[config.mk]
export PLATFORM = sky130hd
export DESIGN_NAME = st2mm_read_fifo
export DESIGN_NICKNAME = d
export VERILOG_FILES = /design/src/rtl/st2mm_pkg.sv /design/src/rtl/st2mm_sym_swap.sv /design/src/rtl/st2mm_status_pack.sv /design/src/rtl/st2mm_fifo_store.sv /design/src/rtl/st2mm_read_fifo.sv
export SDC_FILE = /design/constraint.sdc
export NUM_CORES = 1
export LEC_CHECK = 0
export BUFFER_PORTS_ARGS = -buffer_cell sky130_fd_sc_hd__buf_2
export CAP_MARGIN = 30
export CORE_UTILIZATION = 39
export CTS_BUF_LIST = sky130_fd_sc_hd__clkbuf_8
export DETAILED_ROUTE_END_ITERATION = 16
export MAX_ROUTING_LAYER = met4
export PLACE_DENSITY = 0.56
export SYNTH_ARGS = -nofsm -noshare
export SYNTH_HDL_FRONTEND = slang
export SYNTH_SLANG_ARGS = --single-unit
export TNS_END_PERCENT = 10
[constraint.sdc]
create_clock -name clk -period 9.7 [get_ports clk]
set_input_delay 1.455 -clock clk [delete_from_list [all_inputs] [get_ports clk]]
set_output_delay 1.455 -clock clk [all_outputs]
set_load 0.05 [all_outputs]
[src/rtl/st2mm_pkg.sv]
package st2mm_pkg;

    // Width of both the bus data and the stream beat.
    localparam int MM_W = 32;

    // Status word layout (decoded by software, so positions are fixed).
    localparam int ST_SOP_BIT   = 0;
    localparam int ST_EOP_BIT   = 1;
    localparam int ST_EMPTY_LO  = 2;
    localparam int ST_EMPTY_MAX = 5;
    localparam int ST_CHAN_LO   = 8;
    localparam int ST_CHAN_MAX  = 8;
    localparam int ST_ERR_LO    = 16;
    localparam int ST_ERR_MAX   = 8;

    typedef enum logic {
        OFF_DATA   = 1'b0,
        OFF_STATUS = 1'b1
    } mm_off_e;

endpackage

[src/rtl/st2mm_sym_swap.sv]
module st2mm_sym_swap #(
    parameter int SYM_W = 8,
    parameter int SYMS  = 4
) (
    input  logic [SYM_W*SYMS-1:0] din,
    output logic [SYM_W*SYMS-1:0] dout
);

    // Symbol i of the output takes symbol SYMS-1-i of the input.
    for (genvar i = 0; i < SYMS; i++) begin : g_sym
        assign dout[i*SYM_W +: SYM_W] = din[(SYMS-1-i)*SYM_W +: SYM_W];
    end

endmodule

[src/rtl/st2mm_status_pack.sv]
module st2mm_status_pack
    import st2mm_pkg::*;
#(
    parameter int EMPTY_W = 2,
    parameter int CHAN_W  = 5,
    parameter int ERR_W   = 3
) (
    input  logic               sop,
    input  logic               eop,
    input  logic [EMPTY_W-1:0] empty,
    input  logic [CHAN_W-1:0]  chan,
    input  logic [ERR_W-1:0]   err,
    output logic [MM_W-1:0]    word
);

    // Every bit not written below stays zero (reserved and padding).
    always_comb begin
        word                          = '0;
        word[ST_SOP_BIT]              = sop;
        word[ST_EOP_BIT]              = eop;
        word[ST_EMPTY_LO +: EMPTY_W]  = empty;
        word[ST_CHAN_LO  +: CHAN_W]   = chan;
        word[ST_ERR_LO   +: ERR_W]    = err;
    end

endmodule

[src/rtl/st2mm_fifo_store.sv]
module st2mm_fifo_store #(
    parameter int ENT_W        = 48,
    parameter int DEPTH        = 8,
    parameter int BACKPRESSURE = 1,
    localparam int AW = (DEPTH > 1) ? $clog2(DEPTH) : 1,
    localparam int CW = $clog2(DEPTH + 1)
) (
    input  logic             clk,
    input  logic             rst_n,
    input  logic             in_valid,
    input  logic [ENT_W-1:0] in_entry,
    output logic             in_ready,
    input  logic             pop,
    output logic [ENT_W-1:0] head,
    output logic             empty,
    output logic [CW-1:0]    fill
);

    typedef struct packed {
        logic [AW-1:0] wr;
        logic [AW-1:0] rd;
        logic [CW-1:0] cnt;
    } ctl_t;

    ctl_t ctl_d, ctl_q;
    logic full;
    logic push_ok;
    logic pop_ok;
    logic [ENT_W-1:0] mem_q [DEPTH];

    function automatic logic [AW-1:0] step(input logic [AW-1:0] p);
        return (p == AW'(DEPTH - 1)) ? '0 : p + 1'b1;
    endfunction

    assign full  = (ctl_q.cnt == CW'(DEPTH));
    assign empty = (ctl_q.cnt == '0);
    assign fill  = ctl_q.cnt;
    assign head  = mem_q[ctl_q.rd];

    // Ready follows occupancy with backpressure; otherwise it is always open
    // and a beat meeting a full store is simply not written.
    if (BACKPRESSURE != 0) begin : g_bp
        assign in_ready = !full;
    end else begin : g_nobp
        assign in_ready = 1'b1;
    end

    assign push_ok = in_valid && !full;
    assign pop_ok  = pop && !empty;

    always_comb begin
        ctl_d = ctl_q;
        if (push_ok) begin
            ctl_d.wr = step(ctl_q.wr);
        end
        if (pop_ok) begin
            ctl_d.rd = step(ctl_q.rd);
        end
        case ({push_ok, pop_ok})
            2'b10:   ctl_d.cnt = ctl_q.cnt + 1'b1;
            2'b01:   ctl_d.cnt = ctl_q.cnt - 1'b1;
            default: ctl_d.cnt = ctl_q.cnt;
        endcase
    end

    always_ff @(posedge clk or negedge rst_n) begin
        if (!rst_n) begin
            ctl_q <= '0;
        end else begin
            ctl_q <= ctl_d;
        end
    end

    // Storage has no reset: an entry is only observed after it is written.
    always_ff @(posedge clk) begin
        if (push_ok) begin
            mem_q[ctl_q.wr] <= in_entry;
        end
    end

endmodule

[src/rtl/st2mm_read_fifo.sv]
module st2mm_read_fifo
    import st2mm_pkg::*;
#(
    parameter int SYM_W        = 8,
    parameter int SYMS         = 4,
    parameter int CHAN_W       = 5,
    parameter int ERR_W        = 3,
    parameter int DEPTH        = 8,
    parameter int BACKPRESSURE = 1,
    parameter int EMPTY_W      = (SYMS > 1) ? $clog2(SYMS) : 1
) (
    input  logic               clk,
    input  logic               rst_n,
    input  logic               snk_valid,
    output logic               snk_ready,
    input  logic [MM_W-1:0]    snk_data,
    input  logic               snk_sop,
    input  logic               snk_eop,
    input  logic [EMPTY_W-1:0] snk_empty,
    input  logic [CHAN_W-1:0]  snk_channel,
    input  logic [ERR_W-1:0]   snk_error,
    input  logic               mm_read,
    input  logic               mm_addr,
    output logic [MM_W-1:0]    mm_rdata,
    output logic               mm_waitrequest
);

    localparam int ENT_W = MM_W + 2 + EMPTY_W + CHAN_W + ERR_W;
    localparam int CW    = $clog2(DEPTH + 1);

    typedef struct packed {
        logic [ERR_W-1:0]   err;
        logic [CHAN_W-1:0]  chan;
        logic [EMPTY_W-1:0] empty;
        logic               eop;
        logic               sop;
        logic [MM_W-1:0]    data;
    } entry_t;

    typedef struct packed {
        logic            pop;
        logic [MM_W-1:0] rdata;
    } rsp_t;

    entry_t          wr_ent;
    entry_t          head_ent;
    logic [MM_W-1:0] data_mm;
    logic [MM_W-1:0] stat_word;
    logic            fifo_empty;
    logic [CW-1:0]   fill;
    rsp_t            rsp;

    // Reorder symbols once, on the way in, so the read path is a plain mux.
    st2mm_sym_swap #(
        .SYM_W (SYM_W),
        .SYMS  (SYMS)
    ) u_swap (
        .din  (snk_data),
        .dout (data_mm)
    );

    always_comb begin
        wr_ent.err   = snk_error;
        wr_ent.chan  = snk_channel;
        wr_ent.empty = snk_empty;
        wr_ent.eop   = snk_eop;
        wr_ent.sop   = snk_sop;
        wr_ent.data  = data_mm;
    end

    st2mm_fifo_store #(
        .ENT_W        (ENT_W),
        .DEPTH        (DEPTH),
        .BACKPRESSURE (BACKPRESSURE)
    ) u_store (
        .clk      (clk),
        .rst_n    (rst_n),
        .in_valid (snk_valid),
        .in_entry (wr_ent),
        .in_ready (snk_ready),
        .pop      (rsp.pop),
        .head     (head_ent),
        .empty    (fifo_empty),
        .fill     (fill)
    );

    st2mm_status_pack #(
        .EMPTY_W (EMPTY_W),
        .CHAN_W  (CHAN_W),
        .ERR_W   (ERR_W)
    ) u_stat (
        .sop   (head_ent.sop),
        .eop   (head_ent.eop),
        .empty (head_ent.empty),
        .chan  (head_ent.chan),
        .err   (head_ent.err),
        .word  (stat_word)
    );

    // Read response: zero-latency data, stalled while nothing is buffered.
    always_comb begin
        rsp.pop   = mm_read && !fifo_empty && (mm_off_e'(mm_addr) == OFF_DATA);
        rsp.rdata = (mm_off_e'(mm_addr) == OFF_STATUS) ? stat_word : head_ent.data;
    end

    assign mm_rdata       = rsp.rdata;
    assign mm_waitrequest = fifo_empty;

endmodule

# == Word level (Yosys, flattened, before mapping) ==
# Memories as Yosys holds them, arrays and structs flattened.
# Cells that the tools add are included.
# totals
ramBits,352
word_cells,28
out_inout_bits,34
ff_bits,10
input_bits,49
memories,1
# memory_table
name,depth,word_bits,rd,rd_ports_with_merged_regs,wr,line,source
u_store.mem_q,8,44,1,0,1,st2mm_fifo_store.sv:29,logic [ENT_W-1:0] mem_q [DEPTH];
# classes
bitwise,1
muxes,6
eq_ne,5
reduce_logical,8
addsub,4
# ops
cell,count
2-to-1 mux 32 bit,1
case mux 4 bit (2 select lines),1
"adder 3 x 1 -> 3 bit, second input constant",2
"equality test 3 bit, second input constant",2
2-to-1 mux 3 bit,2
"adder 4 x 1 -> 4 bit, second input constant",1
"equality test 4 bit, second input constant",1
logical AND 1 bit,4
zero test 4 bit,1
"subtractor 4 x 1 -> 4 bit, second input constant",1
"equality test 2 x 1 -> 1 bit, second input constant",1
"equality test 2 bit, second input constant",1
zero test 1 bit,2
2-to-1 mux 1 bit,2
nonzero test 2 bit,1
inverter 1 bit,1

# == Logic depth before layout (Yosys ltp) ==
# Gate-level depths: netlist of run 1.
# depth
depth_word,7
mapped_depth,8
mapped_depth_nobuf,8

# == Cells and area by module ==
# From an unflattened synthesis of run 1, not the netlist that was laid out.
# unflattened
cells_unflattened,714
hier_area_um2,15572.4
# by_module_without_submodules
module,area_each_um2,instances,seq_area_each_um2,cells_each
st2mm_fifo_store,14300.0,1,10820.4,580
st2mm_read_fifo,788.3,1,0.0,69
st2mm_status_pack,244.0,1,0.0,33
st2mm_sym_swap,240.2,1,0.0,32

# == Worst setup path before layout of run 1 ==
# Ideal clock, no wire load.
# synth_timing
path_type,input-to-reg
start,input snk_valid
end,"memory u_store.mem_q[0][0] (netlist name), enable pin"
n_path_buf,0
setup_time_ns,0.555
path_slack_ns,3.387
t_required_ns,9.145
cell_stages,2
t_arrival_ns,5.758
path_cell_list,nand2_2 nor4_1
# synth_via
elab_chain_len,3
# synth_lines
element,line,source
start: declaration,st2mm_read_fifo.sv:14,"input logic snk_valid,"
logical AND 1 bit,st2mm_fifo_store.sv:48,assign push_ok = in_valid && !full;
2-to-1 mux 1 bit,st2mm_fifo_store.sv:76,if (push_ok) begin
2-to-1 mux 1 bit (implied by the code),st2mm_fifo_store.sv:77,mem_q[ctl_q.wr] <= in_entry;
end: declaration,st2mm_fifo_store.sv:29,
# No other way between the ends.

# == Final worst setup path of run 1 ==
# layout_timing
start,register u_store.ctl_q[4] (netlist name)
end,output mm_rdata[14]
# layout_via
elab_chain_len,2
# layout_lines
element,line,source
start: declaration,st2mm_fifo_store.sv:25,"ctl_t ctl_d, ctl_q;"
start signal: assignment,st2mm_fifo_store.sv:70,ctl_q <= ctl_d;
memory read (8 x 44 bit),--,
2-to-1 mux 32 bit,st2mm_read_fifo.sv:103,rsp.rdata = (mm_off_e'(mm_addr) == OFF_STATUS) ? stat_word : head_ent.data;
end: declaration,st2mm_read_fifo.sv:24,"output logic [MM_W-1:0] mm_rdata,"
# No other way between the ends.

==> metrics.md, run 1 <==
| Metric | Value |
|---|---|
| Run status | `complete, no violations` |
| Setup WS post-layout | `around 4.7 ns` |
| Post-route DRC violation count | `0` |
| Fraction of the yosys area taken by sequential cells | `0.780` |
| Post-Synth XOR/XNOR Area | `0.00126` |
| Number of buffers added for setup after CTS | `0` |
| Final global-route overflow total | `0` |
| GRT met3 Usage | `0.0363` |
| Initial standard-cell utilization of the core | `0.399` |
| Number of max-capacitance violations reported | `0` |
| First-pass GRT wire length | `43200 um` |
| Fill cells | `2920` |
| CP Data Arrival Time | `around 3.5 ns` |
| Worst Path Class, Setup | `reg -> out` |
| Simple-gate portion of the synthesized area | `0.0217` |
| Register bit total from synthesis | `362` |
| Synth warn | `0` |
| Post-DR wirelength/cell | `23.1 um` |
| Aggregate negative setup slack | `0 ns` |
| Library cell used as clock root buffer | `sky130_fd_sc_hd__clkbuf_8` |
| Compound-Gate Fraction of Synth Area | `0.0160` |
| Share of final-layout standard cells stronger than drive strength 1 | `0.351` |
| I/O pin total | `83` |
| Number of hold buffers added after CTS | `0` |
| Number of clock sinks | `362` |
| Switch Pwr | `1.60 mW` |
| Peak clock frequency supported by timing | `0.201 GHz` |
| Clock edge transition at the registers on the reported setup and hold paths | `0.06 ns` |
| Number of max-slew violations in the final report | `0` |
| Relative slew margins | `0.445` |
| Top-area cell type share of the netlist area | `0.761` |
| Peak supply drop | `0.153 mV` |
| Cells taking the most area after synthesis | `sky130_fd_sc_hd__edfxtp_1 76%, sky130_fd_sc_hd__mux4_2 14%, sky130_fd_sc_hd__dfrtp_1 1.8%` |
| Vias post-DR | `6513` |
| Met1 GRT Util | `0.216` |
| CTS tree | `done` |
| Unique cell type count in the Yosys netlist | `33` |
| Final-stage net count | `801` |
| Switching share of power | `0.332` |
| Critical path data required time | `8.25 ns` |
| Final Cell Area | `0.0160 mm2` |
| Number of buffers between clock root and the deepest sink | `3` |
| Hold Fails Final Rpt | `0` |
| Final GP Congestion | `0.708` |
| Pleak | `~5.4 nW` |
| Area growth from synthesis to layout | `15.5%` |
| Maximum clock skew at final layout | `0.0230 ns` |
| Number of synthesized flops with an enable pin | `roughly 350` |
| Period utilisation layout | `0.514` |
| Share of total power in sequential cells | `0.438` |
| Internal power | `3.21 mW` |
| Sort of element at the end of the critical path | `output port` |
| HP Class | `reg -> reg` |
| Highest fanout seen on the critical path | `40` |
| Post-route ant nets | `0` |
| Setup violations, final | `0` |
| Via count of the first global-routing pass | `7171` |
| Main combinational cell family by area after synthesis | `multiplexers` |
| GRT met2 Usage | `0.272` |
| Average footprint of a synthesized cell | `22.6 um2` |
| Die Span X | `191 um` |
| Post-synthesis mux area share | `0.161` |
| Starting DRC count in detailed routing | `376` |
| Post-layout minimum cycle time | `4.98 ns` |
| Max H-tree Level | `2` |
| Placed Instance Area | `0.0149 mm2` |
| Yosys top cell by area | `sky130_fd_sc_hd__edfxtp_1` |
| Number of buffers added on ports | `82` |
| Row cnt | `68` |
| Area share of fa/ha/maj cells after synthesis | `0.00775` |
| Worst Tran Pin Value | `0.833 ns` |
| Pin count of the biggest net entering global routing | `53` |
| Startpoint class of the critical path | `flop` |
| Clock network latency to the later pin of the worst-skew pair | `0.60 ns` |
| Num CTS Buffers | `58` |
| Die area | `0.0363 mm2` |
| Router iterations before antenna repair | `4` |
| Top cell types by occurrence after synthesis | `352 x sky130_fd_sc_hd__edfxtp_1, 88 x sky130_fd_sc_hd__mux4_2, 25 x sky130_fd_sc_hd__nor2_1` |
| Number of instances in the synthesized netlist | `615` |
| Syn nets | `672` |
| Layer with the highest usage after global routing | `met2` |
| Antenna violations before repair | `4` |
| Power share of the clock group | `0.255` |
| Worst setup slack before clock tree synthesis | `4.99 ns` |
| Most instantiated library cell after synthesis | `sky130_fd_sc_hd__edfxtp_1` |
| Async SR Flop Fraction | `0.0276` |
| Total global-route track usage | `0.169` |
| Estimated wirelength of the detail-placed design | `15900 um` |
| Core Box Area | `between 0.03 and 0.04 mm2` |
| Unrepaired setup endpoints after global routing | `false` |
| Die span in y | `around 190 um` |
| Resized cells post-CTS | `0` |
| Power per cell area | `300 mW/mm2` |
| Combinational fraction of design power | `0.308` |
| Combined area of all synthesized cells | `approximately 0.014 mm2` |
| Routed wire length | `28900 um` |
| Number of vias per cell | `5.21` |
| Top flip-flop cell by instance count after synthesis | `sky130_fd_sc_hd__edfxtp_1` |
[kinds of logic after synthesis]
family                     count (synthesis)
AOI/OAI and AO/OA                         31
adders and majority gates                  8
buffers and inverters                     35
and+or+nand+nor                           64
DFF                                      362
xor gates and xnor gates                   2
muxes                                    113
[state kept, by name (all words and copies together), names as in the netlist]
signal,flops
u_store.ctl_q,6
u_store.fill,4
u_store.mem_q,352
[placed cells by master, fill, tap and decap left out, types with 2 or more instances in the layout]
master,count
sky130_fd_sc_hd__clkinv_2,10
sky130_fd_sc_hd__nand2b_1,4
sky130_fd_sc_hd__inv_1,25
sky130_fd_sc_hd__dfrtp_4,2
sky130_fd_sc_hd__nor3b_1,2
sky130_fd_sc_hd__nor2_1,22
sky130_fd_sc_hd__buf_2,82
sky130_fd_sc_hd__clkbuf_8,61
sky130_fd_sc_hd__o21ai_0,4
sky130_fd_sc_hd__ha_1,7
sky130_fd_sc_hd__nor4_1,2
sky130_fd_sc_hd__edfxtp_1,352
sky130_fd_sc_hd__mux4_2,88
sky130_fd_sc_hd__dfrtp_1,7
sky130_fd_sc_hd__buf_6,2
sky130_fd_sc_hd__clkinv_1,13
sky130_fd_sc_hd__nor3_2,4
sky130_fd_sc_hd__bufinv_16,3
sky130_fd_sc_hd__diode_2,5
sky130_fd_sc_hd__mux2_2,4
sky130_fd_sc_hd__nor2b_1,2
sky130_fd_sc_hd__buf_4,14
sky130_fd_sc_hd__a22oi_1,24
sky130_fd_sc_hd__nor2_4,3
sky130_fd_sc_hd__nand2_1,16
sky130_fd_sc_hd__nor3_1,2
sky130_fd_sc_hd__mux2i_1,21
[final timing paths]
path | cells past startpoint | from | slack [ns] | endpoint
worst max-delay path | 6 | u_store.ctl_q[4] | 4.72 | mm_rdata[14]
worst min-delay path | 2 | u_store.fill[2] | 0.56 | u_store.fill[2]
worst max register to register | 4 | u_store.fill[3] | 6.93 | u_store.mem_q[2][12]
worst min register to register | 2 | u_store.fill[2] | 0.56 | u_store.fill[2]
max in group asynchronous | 1 | rst_n | 8.75 | u_store.ctl_q[5]
min in group asynchronous | 1 | rst_n | 0.72 | u_store.fill[3]
[worst max-delay path, cell delays in order, from the launching register on]
cell	delay, ns
sky130_fd_sc_hd__dfrtp_4	0.64
sky130_fd_sc_hd__buf_16	0.33
sky130_fd_sc_hd__buf_4	0.72
sky130_fd_sc_hd__mux4_2	0.59
sky130_fd_sc_hd__mux2i_1	0.24
sky130_fd_sc_hd__nor2_1	0.11
sky130_fd_sc_hd__buf_2	0.24
[power by group through the flow]
stage	Combinational, mW	Clock, mW	Sequential [mW]
CTS	1.52	1.25	2.11
floorplan	1.17	0	2.06
global route	1.59	1.32	2.13
finish	1.48	1.22	2.10
global placement	1.42	0	2.17
detailed placement	1.51	0	2.14
[layer usage]
metal	vias up	share of wire
met5	-	0
met4	0	0.017
met3	44	0.059
met2	184	0.49
met1	3424	0.43
li1	2861	-
[cell type report]
cell class / count / area, um2 / area share
clock buffer: 61 / 840 / 0.0524
clock inverter: 46 / 264 / 0.0165
tap: 455 / 569 / 0.0355
multi-input combinational: 218 / 2930 / 0.183
timing repair buffer: 99 / 566 / 0.0353
inverter: 5 / 18.8 / 0.00117
antenna: 5 / 12.5 / 0.000780
sequential: 362 / 10800 / 0.675
[metrics by stage]
| step | hold slack [ns] | util | std cells | power (mW) |
|---|---|---|---|---|
| final | 0.555 | 0.461 | 1251 | 4.81 |
| after global routing | 0.592 | 0.461 | 1249 | 5.04 |
| after CTS | 0.558 | 0.460 | 1246 | 4.88 |
| after detailed placement | 0.545 | 0.429 | 1139 | 3.65 |
| after global placement | 0.528 | 0.427 | 1136 | 3.59 |
| after floorplan | 0.502 | - | 615 | 3.23 |
No activity file was read; power rests on OpenSTA's default activity.
==> run 2, diff against run 1 <==
--- a/config.mk
+++ b/config.mk
@@ -11,7 +11,7 @@
 export CTS_BUF_LIST = sky130_fd_sc_hd__clkbuf_8
 export DETAILED_ROUTE_END_ITERATION = 16
 export MAX_ROUTING_LAYER = met4
-export PLACE_DENSITY = 0.56
+export PLACE_DENSITY = 0.58
 export SYNTH_ARGS = -nofsm -noshare
 export SYNTH_HDL_FRONTEND = slang
 export SYNTH_SLANG_ARGS = --single-unit
==> constraint.sdc (replaced) <==
create_clock -name clk -period 4.05 [get_ports clk]
set_input_delay 0.6075 -clock clk [delete_from_list [all_inputs] [get_ports clk]]
set_output_delay 0.6075 -clock clk [all_outputs]
set_load 0.05 [all_outputs]
==> run 2 against run 1 <==
Effect of this change: combinational power grew 140%; hold slack lost 0.28 ns; sequential share of layout area shrank 0.45 points; clock-buffer cell count shrank 2; first-iteration DRC count grew 28%; non-clock buffer count grew 7; global-route usage shrank 0.069 points; routed wire length grew 0.15%; sequential cell count is the same; cell area grew 0.67%; largest power group unchanged.
==> metrics.md, run 2 (synthesis results as in run 1) <==
| Metric | Value |
|---|---|
| Run status | `complete, no violations` |
| Area taken by flip-flops and latches | `between 0.01 and 0.015 mm2` |
| Setup violations, final | `0` |
| Post-layout minimum cycle time | `3.31 ns` |
| Initial standard-cell utilization of the core | `0.399` |
| Most frequent cells in the layout | `352 x sky130_fd_sc_hd__edfxtp_1, 88 x sky130_fd_sc_hd__mux4_2, 82 x sky130_fd_sc_hd__buf_2` |
| Routed wire length | `29000 um` |
| Master of the slowest instance on the critical path | `sky130_fd_sc_hd__dfrtp_4` |
| Router iterations before antenna repair | `5` |
| Maximum clock skew at final layout | `0.0167 ns` |
| Hold Fails Final Rpt | `0` |
| Total global-route track usage | `0.168` |
| Largest register by flop count | `u_store.mem_q` |
| Via count of the first global-routing pass | `roughly 7200` |
| Number of cells after detailed placement | `1145` |
| Final-stage net count | `808` |
| Post-DR wirelength/cell | `23.2 um` |
| Hold depth | `1` |
| Number of cells traversed by the worst register-to-register path | `7` |
| Die Span X | `approximately 190 um` |
| Post-route ant nets | `0` |
| Period utilisation layout | `0.817` |
| Vias post-DR | `6538` |
| Number of standard cells in the final layout excluding fillers | `1250` |
| Library cell used as clock root buffer | `sky130_fd_sc_hd__clkbuf_8` |
| Startpoint class of the critical path | `flop` |
| Core Box Area | `0.0348 mm2` |
| Number of clock sinks | `around 360` |
| Endpoint of the worst register-to-register path | `u_store.fill[3]` |
| I/O pin total | `83` |
| Row cnt | `68` |
| Estimated wirelength of the detail-placed design | `15900 um` |
| Commonest non-fill, non-tap cell in the layout | `sky130_fd_sc_hd__edfxtp_1` |
| Die span in y | `191 um` |
| CP Data Arrival Time | `2.70 ns` |
| Peak per-stage delay on the critical path | `0.61 ns` |
| Pin count of the biggest net entering global routing | `48` |
| Die area | `0.0363 mm2` |
| Critical path data required time | `between 3 and 4 ns` |
| Aggregate negative setup slack | `0 ns` |
| Cell-by-cell listing of the critical path | `buf_12 > mux4_2 > mux2i_1 > nor2_1 > buf_2` |
| Area taken by multi-input logic gates | `0.00294 mm2` |
| First-pass GRT wire length | `43300 um` |
| Number of max-capacitance violations reported | `0` |
| Starting DRC count in detailed routing | `480` |
| Worst reg2reg path startpoint | `u_store.fill[0]` |
| Number of buffers added on ports | `82` |
| HP Class | `in -> reg` |
| Clock edge transition at the registers on the reported setup and hold paths | `about 0.06 ns` |
| Max FFs per register | `352` |
| Peak clock frequency supported by timing | `0.302 GHz` |
| Number of vias per cell | `5.23` |
| Worst Path Class, Setup | `reg -> out` |
| Relative slew margins | `0.418` |
| Highest fanout seen on the critical path | `47` |
| Clock network latency to the later pin of the worst-skew pair | `around 0.59 ns` |
| Combined buffer and inverter count along the critical path | `2` |
| Share of final-layout standard cells stronger than drive strength 1 | `0.356` |
| Worst Tran Pin Value | `0.873 ns` |
| Sort of element at the end of the critical path | `output port` |
| Pleak | `5.41 nW` |
| Worst-case hold path end point | `u_store.mem_q[7][27]` |
| Start point of the worst hold path | `snk_data[3]` |
| Tightest hold margin | `0.276 ns` |
| Final GP Congestion | `0.687` |
| Antenna violations before repair | `2` |
| Peak supply drop | `0.505 mV` |
| Post-route DRC violation count | `0` |
| Area growth from synthesis to layout | `16.3%` |
| Power per cell area | `720 mW/mm2` |
| Category of cells accounting for the largest share of critical-path delay | `multiplexers` |
| Num CTS Buffers | `between 50 and 60` |
| Final global-route overflow total | `0` |
| Max H-tree Level | `2` |
| Fill cells | `2878` |
| Worst R2R Setup Slack | `~1.3 ns` |
| Number of buffers between clock root and the deepest sink | `3` |
| Unrepaired setup endpoints after global routing | `false` |
| CTS tree | `done` |
| Number of max-slew violations in the final report | `0` |
-- run 2: changes by cell type in the layout (fill, tap and decap cells not counted), sizes merged --
cell and delta:
diode -3, clkbuf -2, clkinv -3, dlygate4sd3 +1, bufinv +2, buf +6
inv -4, clkinvlp +2
-- run 2: worst max path at each step --
stage / startpoint / end / slack, ns / cells after the start
floorplan: u_store.fill[3] / u_store.mem_q[4][0] / -0.39 / 3
global placement: mm_addr / u_store.fill[3] / 1.18 / 7
detailed placement: mm_addr / u_store.fill[3] / 0.99 / 7
CTS: u_store.ctl_q[4] / mm_rdata[21] / 0.66 / 5
global route: u_store.ctl_q[4] / mm_rdata[20] / 0.57 / 5
finish: u_store.ctl_q[4] / mm_rdata[21] / 0.74 / 5
-- run 2: final cells by class --
cell class	count	share of cell area
Clock buffer	59	0.0503
Clock inverter	43	0.0191
Timing Repair Buffer	106	0.0406
Tap cell	455	0.0353
Sequential cell	362	0.671
Multi-Input combinational cell	218	0.182
Antenna cell	2	0.000310
Inverter	5	0.00116
-- run 2: worst register-to-register path: cells and delay by family (launching register included) --
family	cells	cell delay, ns
adders and majority gates	2	0.73
and+or+nand+nor	2	0.79
AOI/OAI and AO/OA	3	0.67
DFF	1	0.41
-- run 2: power breakdown --
group	switching, mW	leakage (nW)	internal [mW]
clock network	1.37	0.626	1.66
registers	0.269	3.31	4.72
logic	2.17	1.47	1.43
total	3.81	5.41	7.81
-- run 2: metrics by stage --
step	cell area, um2	power [mW]	util	setup slack [ns]
floorplan	13900	7.73	-	-0.390
global placement	15000	8.66	0.431	1.18
detailed placement	15000	8.74	0.431	0.991
CTS	16100	11.8	0.464	0.659
global route	16100	12.2	0.464	0.567
finish	16100	11.6	0.464	0.741
-- run 2: repair_timing --
| item | in CTS | in global routing |
|---|---|---|
| buffers inserted | 0 | 0 |
| hold buffers | 1 | 0 |
| hold endpoints to repair | 10 | 0 |
| endpoints found under the setup margin | 0 | 0 |
| resized for setup | 0 | 0 |
-- run 2: layer usage --
layer | GRT usage | wire length (um) | share of wire | vias up
li1 | - | - | - | 2866
met1 | 0.206 | 12100 | 0.42 | 3404
met2 | 0.275 | 14600 | 0.50 | 208
met3 | 0.0379 | 1700 | 0.059 | 60
met4 | 0.0575 | 632 | 0.022 | 0
met5 | - | 0 | 0 | -
